## src/rtl/mdu_pkg.sv

```systemverilog
package mdu_pkg;
  localparam int ADDR_W = 4;
  localparam logic [ADDR_W-1:0] A_MCAND  = 4'd0;
  localparam logic [ADDR_W-1:0] A_MULT   = 4'd1;
  localparam logic [ADDR_W-1:0] A_DVD_LO = 4'd2;
  localparam logic [ADDR_W-1:0] A_DVD_HI = 4'd3;
  localparam logic [ADDR_W-1:0] A_DVSR   = 4'd4;
  localparam logic [ADDR_W-1:0] A_QUO_LO = 4'd8;
  localparam logic [ADDR_W-1:0] A_QUO_HI = 4'd9;
  localparam logic [ADDR_W-1:0] A_RES_LO = 4'd10;
  localparam logic [ADDR_W-1:0] A_RES_HI = 4'd11;
  localparam logic [ADDR_W-1:0] A_STAT   = 4'd12;
endpackage

```

## src/rtl/mdu_operands.sv

```systemverilog
module mdu_operands
  import mdu_pkg::*;
#(
  parameter int DW = 8
) (
  input  logic              clk_i,
  input  logic              rst_ni,
  input  logic              wr_en_i,
  input  logic [ADDR_W-1:0] addr_i,
  input  logic [DW-1:0]     wdata_i,
  output logic [DW-1:0]     mcand_o,
  output logic [2*DW-1:0]   dvd_o
);
  localparam int LANES = 2;

  always_ff @(posedge clk_i or negedge rst_ni) begin
    if (!rst_ni)                              mcand_o <= '0;
    else if (wr_en_i && addr_i == A_MCAND)    mcand_o <= wdata_i;
  end

  for (genvar i = 0; i < LANES; i++) begin : g_dvd
    localparam logic [ADDR_W-1:0] LANE_A = A_DVD_LO + ADDR_W'(i);
    always_ff @(posedge clk_i or negedge rst_ni) begin
      if (!rst_ni)                            dvd_o[i*DW +: DW] <= '0;
      else if (wr_en_i && addr_i == LANE_A)   dvd_o[i*DW +: DW] <= wdata_i;
    end
  end
endmodule

```

## src/rtl/mdu_mul.sv

```systemverilog
module mdu_mul #(
  parameter int DW = 8
) (
  input  logic            clk_i,
  input  logic            rst_ni,
  input  logic            start_i,
  input  logic            kill_i,
  input  logic [DW-1:0]   mcand_i,
  input  logic [DW-1:0]   mult_i,
  output logic            busy_o,
  output logic            done_o,
  output logic [2*DW-1:0] prod_o
);
  localparam int PW = 2 * DW;
  localparam int CW = $clog2(DW + 1);

  logic [PW-1:0] a_q, acc_q, acc_nxt;
  logic [DW-1:0] b_q;
  logic [CW-1:0] cnt_q;

  assign acc_nxt = acc_q + (b_q[0] ? a_q : '0);

  always_ff @(posedge clk_i or negedge rst_ni) begin
    if (!rst_ni) begin
      a_q <= '0; b_q <= '0; acc_q <= '0; cnt_q <= '0;
    end else if (start_i) begin
      a_q   <= {{DW{1'b0}}, mcand_i};
      b_q   <= mult_i;
      acc_q <= '0;
      cnt_q <= CW'(DW);
    end else if (kill_i) begin
      cnt_q <= '0;
    end else if (cnt_q != '0) begin
      acc_q <= acc_nxt;
      a_q   <= a_q << 1;
      b_q   <= b_q >> 1;
      cnt_q <= cnt_q - 1'b1;
    end
  end

  assign busy_o = (cnt_q != '0);
  assign done_o = (cnt_q == CW'(1)) && !start_i && !kill_i;
  assign prod_o = acc_nxt;
endmodule

```

## src/rtl/mdu_div.sv

```systemverilog
module mdu_div #(
  parameter int DW = 8
) (
  input  logic            clk_i,
  input  logic            rst_ni,
  input  logic            start_i,
  input  logic            kill_i,
  input  logic [2*DW-1:0] dvd_i,
  input  logic [DW-1:0]   dvsr_i,
  output logic            busy_o,
  output logic            done_o,
  output logic [2*DW-1:0] quo_o,
  output logic [2*DW-1:0] rem_o
);
  localparam int QW = 2 * DW;
  localparam int CW = $clog2(QW + 1);

  logic [QW-1:0] rem_q, quo_q, rem_nxt, quo_nxt;
  logic [DW-1:0] dvs_q;
  logic [CW-1:0] cnt_q;
  logic [QW:0]   trial, diff;
  logic          ge;

  // zero divisor: every trial succeeds, giving all-ones quotient and rem = dividend
  always_comb begin
    trial   = {rem_q, quo_q[QW-1]};
    diff    = trial - {{(DW+1){1'b0}}, dvs_q};
    ge      = (trial >= {{(DW+1){1'b0}}, dvs_q});
    rem_nxt = ge ? diff[QW-1:0] : trial[QW-1:0];
    quo_nxt = {quo_q[QW-2:0], ge};
  end

  always_ff @(posedge clk_i or negedge rst_ni) begin
    if (!rst_ni) begin
      rem_q <= '0; quo_q <= '0; dvs_q <= '0; cnt_q <= '0;
    end else if (start_i) begin
      rem_q <= '0;
      quo_q <= dvd_i;
      dvs_q <= dvsr_i;
      cnt_q <= CW'(QW);
    end else if (kill_i) begin
      cnt_q <= '0;
    end else if (cnt_q != '0) begin
      rem_q <= rem_nxt;
      quo_q <= quo_nxt;
      cnt_q <= cnt_q - 1'b1;
    end
  end

  assign busy_o = (cnt_q != '0);
  assign done_o = (cnt_q == CW'(1)) && !start_i && !kill_i;
  assign quo_o  = quo_nxt;
  assign rem_o  = rem_nxt;
endmodule

```

## src/rtl/mul_div_regs.sv

```systemverilog
module mul_div_regs
  import mdu_pkg::*;
#(
  parameter int DATA_W = 8
) (
  input  logic              clk_i,
  input  logic              rst_ni,
  input  logic              wr_en_i,
  input  logic [3:0]        addr_i,
  input  logic [DATA_W-1:0] wdata_i,
  output logic [DATA_W-1:0] rdata_o,
  output logic              busy_o
);
  localparam int RW = 2 * DATA_W;

  logic [DATA_W-1:0] mcand;
  logic [RW-1:0]     dvd;
  logic              trig_mul, trig_div;
  logic              mul_busy, mul_done, div_busy, div_done;
  logic [RW-1:0]     prod, dquo, drem;
  logic [RW-1:0]     quo_q, res_q;

  assign trig_mul = wr_en_i && (addr_i == A_MULT);
  assign trig_div = wr_en_i && (addr_i == A_DVSR);

  mdu_operands #(.DW(DATA_W)) u_opnd (
    .clk_i, .rst_ni, .wr_en_i, .addr_i, .wdata_i,
    .mcand_o(mcand), .dvd_o(dvd)
  );

  mdu_mul #(.DW(DATA_W)) u_mul (
    .clk_i, .rst_ni,
    .start_i(trig_mul), .kill_i(trig_div),
    .mcand_i(mcand), .mult_i(wdata_i),
    .busy_o(mul_busy), .done_o(mul_done), .prod_o(prod)
  );

  mdu_div #(.DW(DATA_W)) u_div (
    .clk_i, .rst_ni,
    .start_i(trig_div), .kill_i(trig_mul),
    .dvd_i(dvd), .dvsr_i(wdata_i),
    .busy_o(div_busy), .done_o(div_done), .quo_o(dquo), .rem_o(drem)
  );

  always_ff @(posedge clk_i or negedge rst_ni) begin
    if (!rst_ni) begin
      quo_q <= '0;
      res_q <= '0;
    end else if (div_done) begin
      quo_q <= dquo;
      res_q <= drem;
    end else if (mul_done) begin
      res_q <= prod;
    end
  end

  assign busy_o = mul_busy | div_busy;

  always_comb begin
    unique case (addr_i)
      A_QUO_LO: rdata_o = quo_q[DATA_W-1:0];
      A_QUO_HI: rdata_o = quo_q[RW-1:DATA_W];
      A_RES_LO: rdata_o = res_q[DATA_W-1:0];
      A_RES_HI: rdata_o = res_q[RW-1:DATA_W];
      A_STAT:   rdata_o = {{(DATA_W-1){1'b0}}, busy_o};
      default:  rdata_o = '0;
    endcase
  end
endmodule

```

## config.mk

```make
export PLATFORM = sky130hd
export DESIGN_NAME = mul_div_regs
export DESIGN_NICKNAME = d
export VERILOG_FILES = /design/src/rtl/mdu_pkg.sv /design/src/rtl/mdu_operands.sv /design/src/rtl/mdu_mul.sv /design/src/rtl/mdu_div.sv /design/src/rtl/mul_div_regs.sv
export SDC_FILE = /design/constraint.sdc
export NUM_CORES = 1
export LEC_CHECK = 0
export ABC_AREA = 1
export BUFFER_PORTS_ARGS = -buffer_cell sky130_fd_sc_hd__buf_4
export CAP_MARGIN = 20
export CORE_UTILIZATION = 63
export CTS_BUF_LIST = sky130_fd_sc_hd__clkbuf_16
export CTS_CLUSTER_DIAMETER = 120
export DETAILED_ROUTE_END_ITERATION = 16
export PLACE_DENSITY_LB_ADDON = 0.25
export SETUP_SLACK_MARGIN = 0.05
export SYNTH_ARGS = -nofsm -noshare
export SYNTH_HDL_FRONTEND = slang
export SYNTH_SLANG_ARGS = --single-unit
```

## constraint.sdc

```tcl
create_clock -name clk_i -period 2.78 [get_ports clk_i]
set_input_delay 0 -clock clk_i [delete_from_list [all_inputs] [get_ports clk_i]]
set_output_delay 0 -clock clk_i [all_outputs]
set_load 0.02 [all_outputs]
```

==> results.yml, run 1 <==
sta:
  setup_viol: 0
  min_period_over_period_pct: 81.5
  finClkSkew_ns: 0.00939
  max_slew_margin_pct: 45.4
  setup_tns_ns: 0
  hold_viol: 0
  worst_pin_slew_ns: 0.818
  period_needed_ns: 2.27
  maxSlewViolCount: 0
  setup_slack_ns: 0.513
  rsz0062_at_grt: "false"
  fmax_mhz: 441
global_routing:
  grt_pass1_vias: 6630
  met2_usage_pct: 53.3
  grt_pass1_wl_microns: 32900
  overflow: 0
  use_met1_pct: 44.8
  antenna_found_initial: 0
  use_met3_pct: 5.32
  grt_busiest_layer: "met2"
  track_usage_pct: 32.9
  grt_max_degree: 88
clock_tree:
  clockRootBuffer: "clkbuf_16"
  cts_tree: "done"
  htreeDepth: 4
  clk_pin_slew_ns: 0.06
  cts_resized: 0
  cts_buffers: 17
  clock_latency_ns: 0.43
  cts_buffer_depth: 2
  cts_sinks: 145
cells_and_area:
  final.fill_count: 1009
  layout_commonest_cell: "nand2_1"
  layout_common_cells: "nand2_1, dfrtp_1, inv_1"
  drive_gt1_share_pct: 8.59
  num_antenna_cells: 0
  nNetsFinal: 1115
  syn2layout_area_growth_pct: 11.2
drt:
  drt_wl_total_microns: 19900
  drc: 0
  wl_per_cell_microns: 15.8
  dr_total_vias: 7000
  drtIter0Drc: 795
  antenna_left: 0
  vias_per_cell: 5.58
  first_pass_iters: 6
setup_path:
  reg2reg_to: "res_q[7]$_DFFE_PN0P_"
  critPathLaunchType: "register"
  worstSetupPathType: "register to register"
  critPathCapture: "res_q[7]$_DFFE_PN0P_"
  arrival_ns: 2.57
  crit_path_end_kind: "register"
  cp.required_ns: 3.08
  cp_max_fo: 17
  reg2reg_depth: 10
  rr_startpoint: "u_mul.b_q[0]$_DFFE_PN0P_"
  crit_start: "u_mul.b_q[0]$_DFFE_PN0P_"
  reg2reg_setup_slack_ns: 0.51
power:
  power.switching_w: 0.00423
  p_per_area_nw_per_um2: 1090
  irDropWorstVdd_v: 0.000567
  intPower_w: 0.00559
  p_leak_nw: 4.70
  clock_power_share_pct: 21.0
  pwr-share-comb_pct: 42.8
  switching_share_pct: 43.1
  pwr-share-seq_pct: 36.2
synth:
  synth_edf_count: 0
  yosysWarnings: 0
  synth.distinct_cells: 44
  syn_area_sq_um: 8090
  syn_avg_cell_area_sq_um: 7.78
  ys_seq_area_share_pct: 44.8
  synth_cells: 1040
  syn_nets: 1085
  synthArstFlopShare_pct: 100
  ys.flop_type: "dfrtp_1"
  ys_seq_elements: 145
hold_path:
  min_path_type: "primary input to register"
placement:
  place.gp.congestion: 0.912
  port_buffers: 23
  post-dp-hpwl_microns: 14500
  pre_cts_slack_ns: 0.587
floorplanning:
  ios: 24
  core_area_sq_um: 12600
  die_y_microns: 115
  start_util_pct: 64.4
  die_area_sq_um: 13300
  fp-row-count: 41
  die_w_microns: 115
status:
  outcome: "finished clean"
run:
  cap_violations: 0
[worst min path at each step]
stage | end | cells after the start | from
2_1_floorplan | quo_q[0]$_DFFE_PN0P_ | 0 | rst_ni
3_3_place_gp | u_mul.a_q[11]$_DFFE_PN0P_ | 1 | rst_ni
3_5_place_dp | u_mul.a_q[11]$_DFFE_PN0P_ | 1 | rst_ni
4_1_cts | u_mul.b_q[7]$_DFFE_PN0P_ | 4 | addr_i[2]
5_1_grt | u_mul.b_q[7]$_DFFE_PN0P_ | 3 | wr_en_i
6_report | u_mul.b_q[7]$_DFFE_PN0P_ | 3 | wr_en_i
[state kept, by name (all words and copies together), names as in the netlist]
| signal | count |
|---|---|
| u_mul.b_q | 8 |
| u_div.quo_q | 16 |
| u_div.rem_q | 16 |
| u_mul.a_q | 16 |
| u_div.dvs_q | 8 |
| u_mul.acc_q | 16 |
| u_opnd.dvd_o | 16 |
| quo_q | 16 |
| u_div.cnt_q | 5 |
| res_q | 16 |
| u_mul.cnt_q | 4 |
| u_opnd.mcand_o | 8 |
[Yosys cell counts, types with 9 or more instances]
master,number,area [sq um]
a21oi_1,19,95.1
clkbuf_1,9,33.8
dfrtp_1,145,3630
ha_1,28,350
inv_1,137,514
nand2_1,343,1290
nand3_1,86,430
nor2_1,45,169
nor3_1,13,65.1
o21ai_0,66,330
o21ai_1,14,70.1
o221ai_1,10,87.6
o22ai_1,9,56.3
xor2_1,12,105
[power groups by stage]
| stage | logic, W | registers (W) | clock network (W) |
|---|---|---|---|
| after floorplan | 0.00327 | 0.00335 | 0 |
| after global placement | 0.00400 | 0.00354 | 0 |
| after detailed placement | 0.00411 | 0.00356 | 0 |
| after CTS | 0.00416 | 0.00354 | 0.00209 |
| after global routing | 0.00476 | 0.00365 | 0.00217 |
| final | 0.00420 | 0.00355 | 0.00206 |
[cell families after synthesis]
kind of cell               count (synthesis)  synth area share [%]
AOI/OAI and AO/OA                        162                  12.6
xor gates and xnor gates                  14                  1.52
adders and majority gates                 30                  4.83
buffers and inverters                    177                  9.33
DFF                                      145                  44.8
and+or+nand+nor                          512                  26.9
[area by class of cell]
cell class              count  area (sq um)  area share (%)
multi-input cells         718          3710            41.2
clock buffers              17           425            4.73
repair buffers             42           354            3.94
flip-flops and latches    145          3630            40.3
inverters                 146           558            6.20
well taps                 172           215            2.39
clock inverters            15           109            1.21
[routing by layer]
metal	part of all wire, %	up-vias	wire length, microns
met1	45	3310	8990
met4	2.0	0	392
met2	48	223	9450
met3	5.2	31	1030
li1	-	3436	-
met5	0	-	0
[worst max-delay path: stages, from the launching register on]
cell and delay [ns]:
dfrtp_1 0.67, nand2_1 0.11, inv_1 0.07, ha_1 0.28, a21oi_1 0.17, nand2_1 0.12, nand2_1 0.08, nand2_1 0.13
xor2_1 0.22, a22oi_1 0.20, nand2_1 0.08
[per-stage QoR]
stage / utilization, % / power (W) / cell area [sq um] / std cells / hold WS [ns]
after CTS: 71.6 / 0.00979 / 9000 / 1255 / 0.109
final: 71.6 / 0.00981 / 9000 / 1255 / 0.126
after global placement: 66.6 / 0.00755 / 8370 / 1214 / 0.107
after detailed placement: 66.6 / 0.00767 / 8370 / 1214 / 0.107
after global routing: 71.6 / 0.0106 / 9000 / 1255 / 0.145
after floorplan: - / 0.00662 / 8090 / 1040 / -0.296
[repair_timing]
| item | in CTS | in global routing |
|---|---|---|
| endpoints found under the hold margin | 111 | 0 |
| buffers inserted | 0 | 0 |
| hold buffers | 9 | 0 |
Note: power is estimated with default switching activity, not from simulation.
==> inputs of run 2 (changes only) <==
Settings changed: ABC_AREA 1 to 0, CORE_UTILIZATION 63 to 56.
Clock period 2.78 ns to 2.05 ns, I/O delays scaled along.
==> run 2 against run 1 <==
The run now ends with setup timing left. Combinational power is 91% higher. Routed wire length is 20% higher. Power is 64% higher. Fmax down 14%. Worst hold slack worse by 0.027 ns. Die area increased by 6.7%. Via count up 1.4%. First-iteration DRC count decreased by 8.9%. Design area grew 17%. Largest cell class unchanged.
==> results.yml, run 2 <==
status:
  outcome: "finished, violations left"
  failed_checks: "setup timing"
drt:
  wl_per_cell_microns: 20.9
  antenna_left: 0
  first_pass_iters: 7
  vias_per_cell: 6.21
  drt_wl_total_microns: 23900
  drc: 0
  dr_total_vias: 7095
  drtIter0Drc: 724
clock_tree:
  cts_sinks: 145
  cts_tree: "done"
  clk_pin_slew_ns: 0.07
  cts_buffer_depth: 2
  clockRootBuffer: "clkbuf_16"
  htreeDepth: 4
  cts_buffers: 17
  clock_latency_ns: 0.43
global_routing:
  grt_max_degree: 54
  track_usage_pct: 33.3
  antenna_found_initial: 0
  grt_pass1_vias: 6915
  grt_pass1_wl_microns: 36000
  overflow: 0
setup_path:
  cp_max_fo: 2
  cp_top_family: "compound AO/OA/AOI/OAI gates"
  cp.required_ns: 2.36
  crit_cells: 10
  worstSetupPathType: "register to register"
  max_stage_delay_ns: 0.38
  reg2reg_depth: 10
  critPathLaunchType: "register"
  reg2reg_setup_slack_ns: -0.58
  critPathBufInv: 0
  reg2reg_to: "res_q[12]$_DFFE_PN0P_"
  path_cells: "and2_1 > ha_2 > fa_2 > a211oi_4 > o21ai_2 > a31oi_2 > o211ai_1 > a21oi_2 > xor2_1 > a221oi_2"
  crit_slowest_cell: "fa_2"
  rr_startpoint: "u_mul.a_q[0]$_DFFE_PN0P_"
  arrival_ns: 2.94
  crit_path_end_kind: "register"
synth:
  ys.flop_type: "dfrtp_1"
  synth_cells: 816
  ys_seq_elements: 145
  synth_top_area_share_pct: 47.2
  syn_nets: 861
  synth_edf_count: 0
  synthTopCellsByArea: "dfrtp_1, nand2_1, ha_1"
  syn_avg_cell_area_sq_um: 9.41
  yosysWarnings: 0
  ys_seq_area_share_pct: 47.2
  syn_area_sq_um: 7680
  yosysMostFrequentCell: "nand2_1"
  yosysTopAreaCell: "dfrtp_1"
  synthArstFlopShare_pct: 100
  synth.distinct_cells: 56
  synth_common_cells: "nand2_1, dfrtp_1, nor2_1"
sta:
  period_needed_ns: 2.63
  rsz0062_at_grt: "true"
  maxSlewViolCount: 0
  setup_viol: 45
  setup_slack_ns: -0.580
  min_period_over_period_pct: 128
  max_slew_margin_pct: 64.7
  fmax_mhz: 380
  finClkSkew_ns: 0.0134
  hold_viol: 0
  worst_pin_slew_ns: 0.530
floorplanning:
  die_w_microns: 119
  die_y_microns: 119
  core_area_sq_um: 13300
  ios: 24
  start_util_pct: 57.8
  die_area_sq_um: 14200
  fp-row-count: 42
hold_path:
  min_path_type: "primary input to async pin"
cells_and_area:
  num_antenna_cells: 0
  multiInputGateArea_sq_um: 4640
  final.fill_count: 760
  syn2layout_area_growth_pct: 36.9
  finalInstanceArea_sq_um: 10500
  drive_gt1_share_pct: 35.4
  layout_commonest_cell: "nand2_1"
  nNetsFinal: 999
  regArea_sq_um: 3630
  layout_common_cells: "nand2_1, dfrtp_1, buf_4"
placement:
  post-dp-hpwl_microns: 14400
  placed_area_sq_um: 8830
  port_buffers: 23
  place.gp.congestion: 0.951
power:
  p_per_area_nw_per_um2: 1530
  p_leak_nw: 4.69
  irDropWorstVdd_v: 0.000889
  total_power_w: 0.0161
run:
  cap_violations: 0
[run 2: power by group]
part	leakage (nW)	internal, W	switching (W)
combinational	2.62	0.00389	0.00415
clock	0.290	0.00190	0.00123
sequential	1.78	0.00401	0.000966
total	4.69	0.00980	0.00634
[run 2: worst max path at each step]
| stage | start | endpoint | slack (ns) |
|---|---|---|---|
| 2_1_floorplan | u_mul.b_q[0]$_DFFE_PN0P_ | res_q[12]$_DFFE_PN0P_ | -0.52 |
| 3_3_place_gp | u_mul.b_q[0]$_DFFE_PN0P_ | res_q[13]$_DFFE_PN0P_ | -0.40 |
| 4_1_cts | u_mul.a_q[0]$_DFFE_PN0P_ | res_q[12]$_DFFE_PN0P_ | -0.42 |
| 6_report | u_mul.a_q[0]$_DFFE_PN0P_ | res_q[12]$_DFFE_PN0P_ | -0.58 |
| 5_1_grt | u_div.quo_q[15]$_DFFE_PN0P_ | res_q[12]$_DFFE_PN0P_ | -0.67 |
| 3_5_place_dp | u_mul.a_q[0]$_DFFE_PN0P_ | res_q[12]$_DFFE_PN0P_ | -0.47 |
[run 2: cell type report]
type / instances / area share (%)
repair buffers: 161 / 13.1
multi-input cells: 614 / 44.2
flip-flops and latches: 145 / 34.5
well taps: 176 / 2.09
clock inverters: 15 / 1.58
clock buffers: 17 / 4.05
inverters: 15 / 0.535
[run 2: per-stage QoR]
| step | utilization [%] | instances | setup WS (ns) | TNS (ns) | hold slack, ns |
|---|---|---|---|---|---|
| finish | 79.1 | 1143 | -0.580 | -12.63 | 0.0990 |
| global route | 79.1 | 1143 | -0.675 | -16.41 | 0.146 |
| CTS | 76.2 | 1135 | -0.418 | -7.82 | 0.124 |
| detailed placement | 66.5 | 1075 | -0.466 | -10.64 | -0.0130 |
| global placement | 66.5 | 1075 | -0.396 | -8.29 | -0.0148 |
| floorplan | - | 816 | -0.520 | -4.12 | -0.296 |
[run 2: what timing repair did]
| item | in CTS | in global routing |
|---|---|---|
| pin swaps | 66 | 52 |
| buffers inserted | 23 | 12 |
| endpoints found under the setup margin | 46 | 48 |
| hold buffers | 9 | 0 |
| gates resized for setup | 97 | 58 |
| hold endpoints to repair | 136 | 0 |
[run 2: cells by family after synthesis]
kind of cell             count (synthesis)  synth area share [%]
AND/OR/NAND/NOR                        336                  19.6
adder cells (fa/ha/maj)                 30                  5.08
XOR/XNOR                                32                  3.65
buffers and inverters                   57                  3.03
flip-flops                             145                  47.2
multiplexers                            40                  6.92
AO/OA/AOI/OAI                          176                  14.5
[run 2: routing by layer]
metal	vias up	GRT usage, %	part of all wire [%]
met5	-	0	0
met4	0	14.4	4.8
met3	108	7.85	8.3
met2	393	54.2	49
met1	3484	42.5	38
li1	3110	-	-
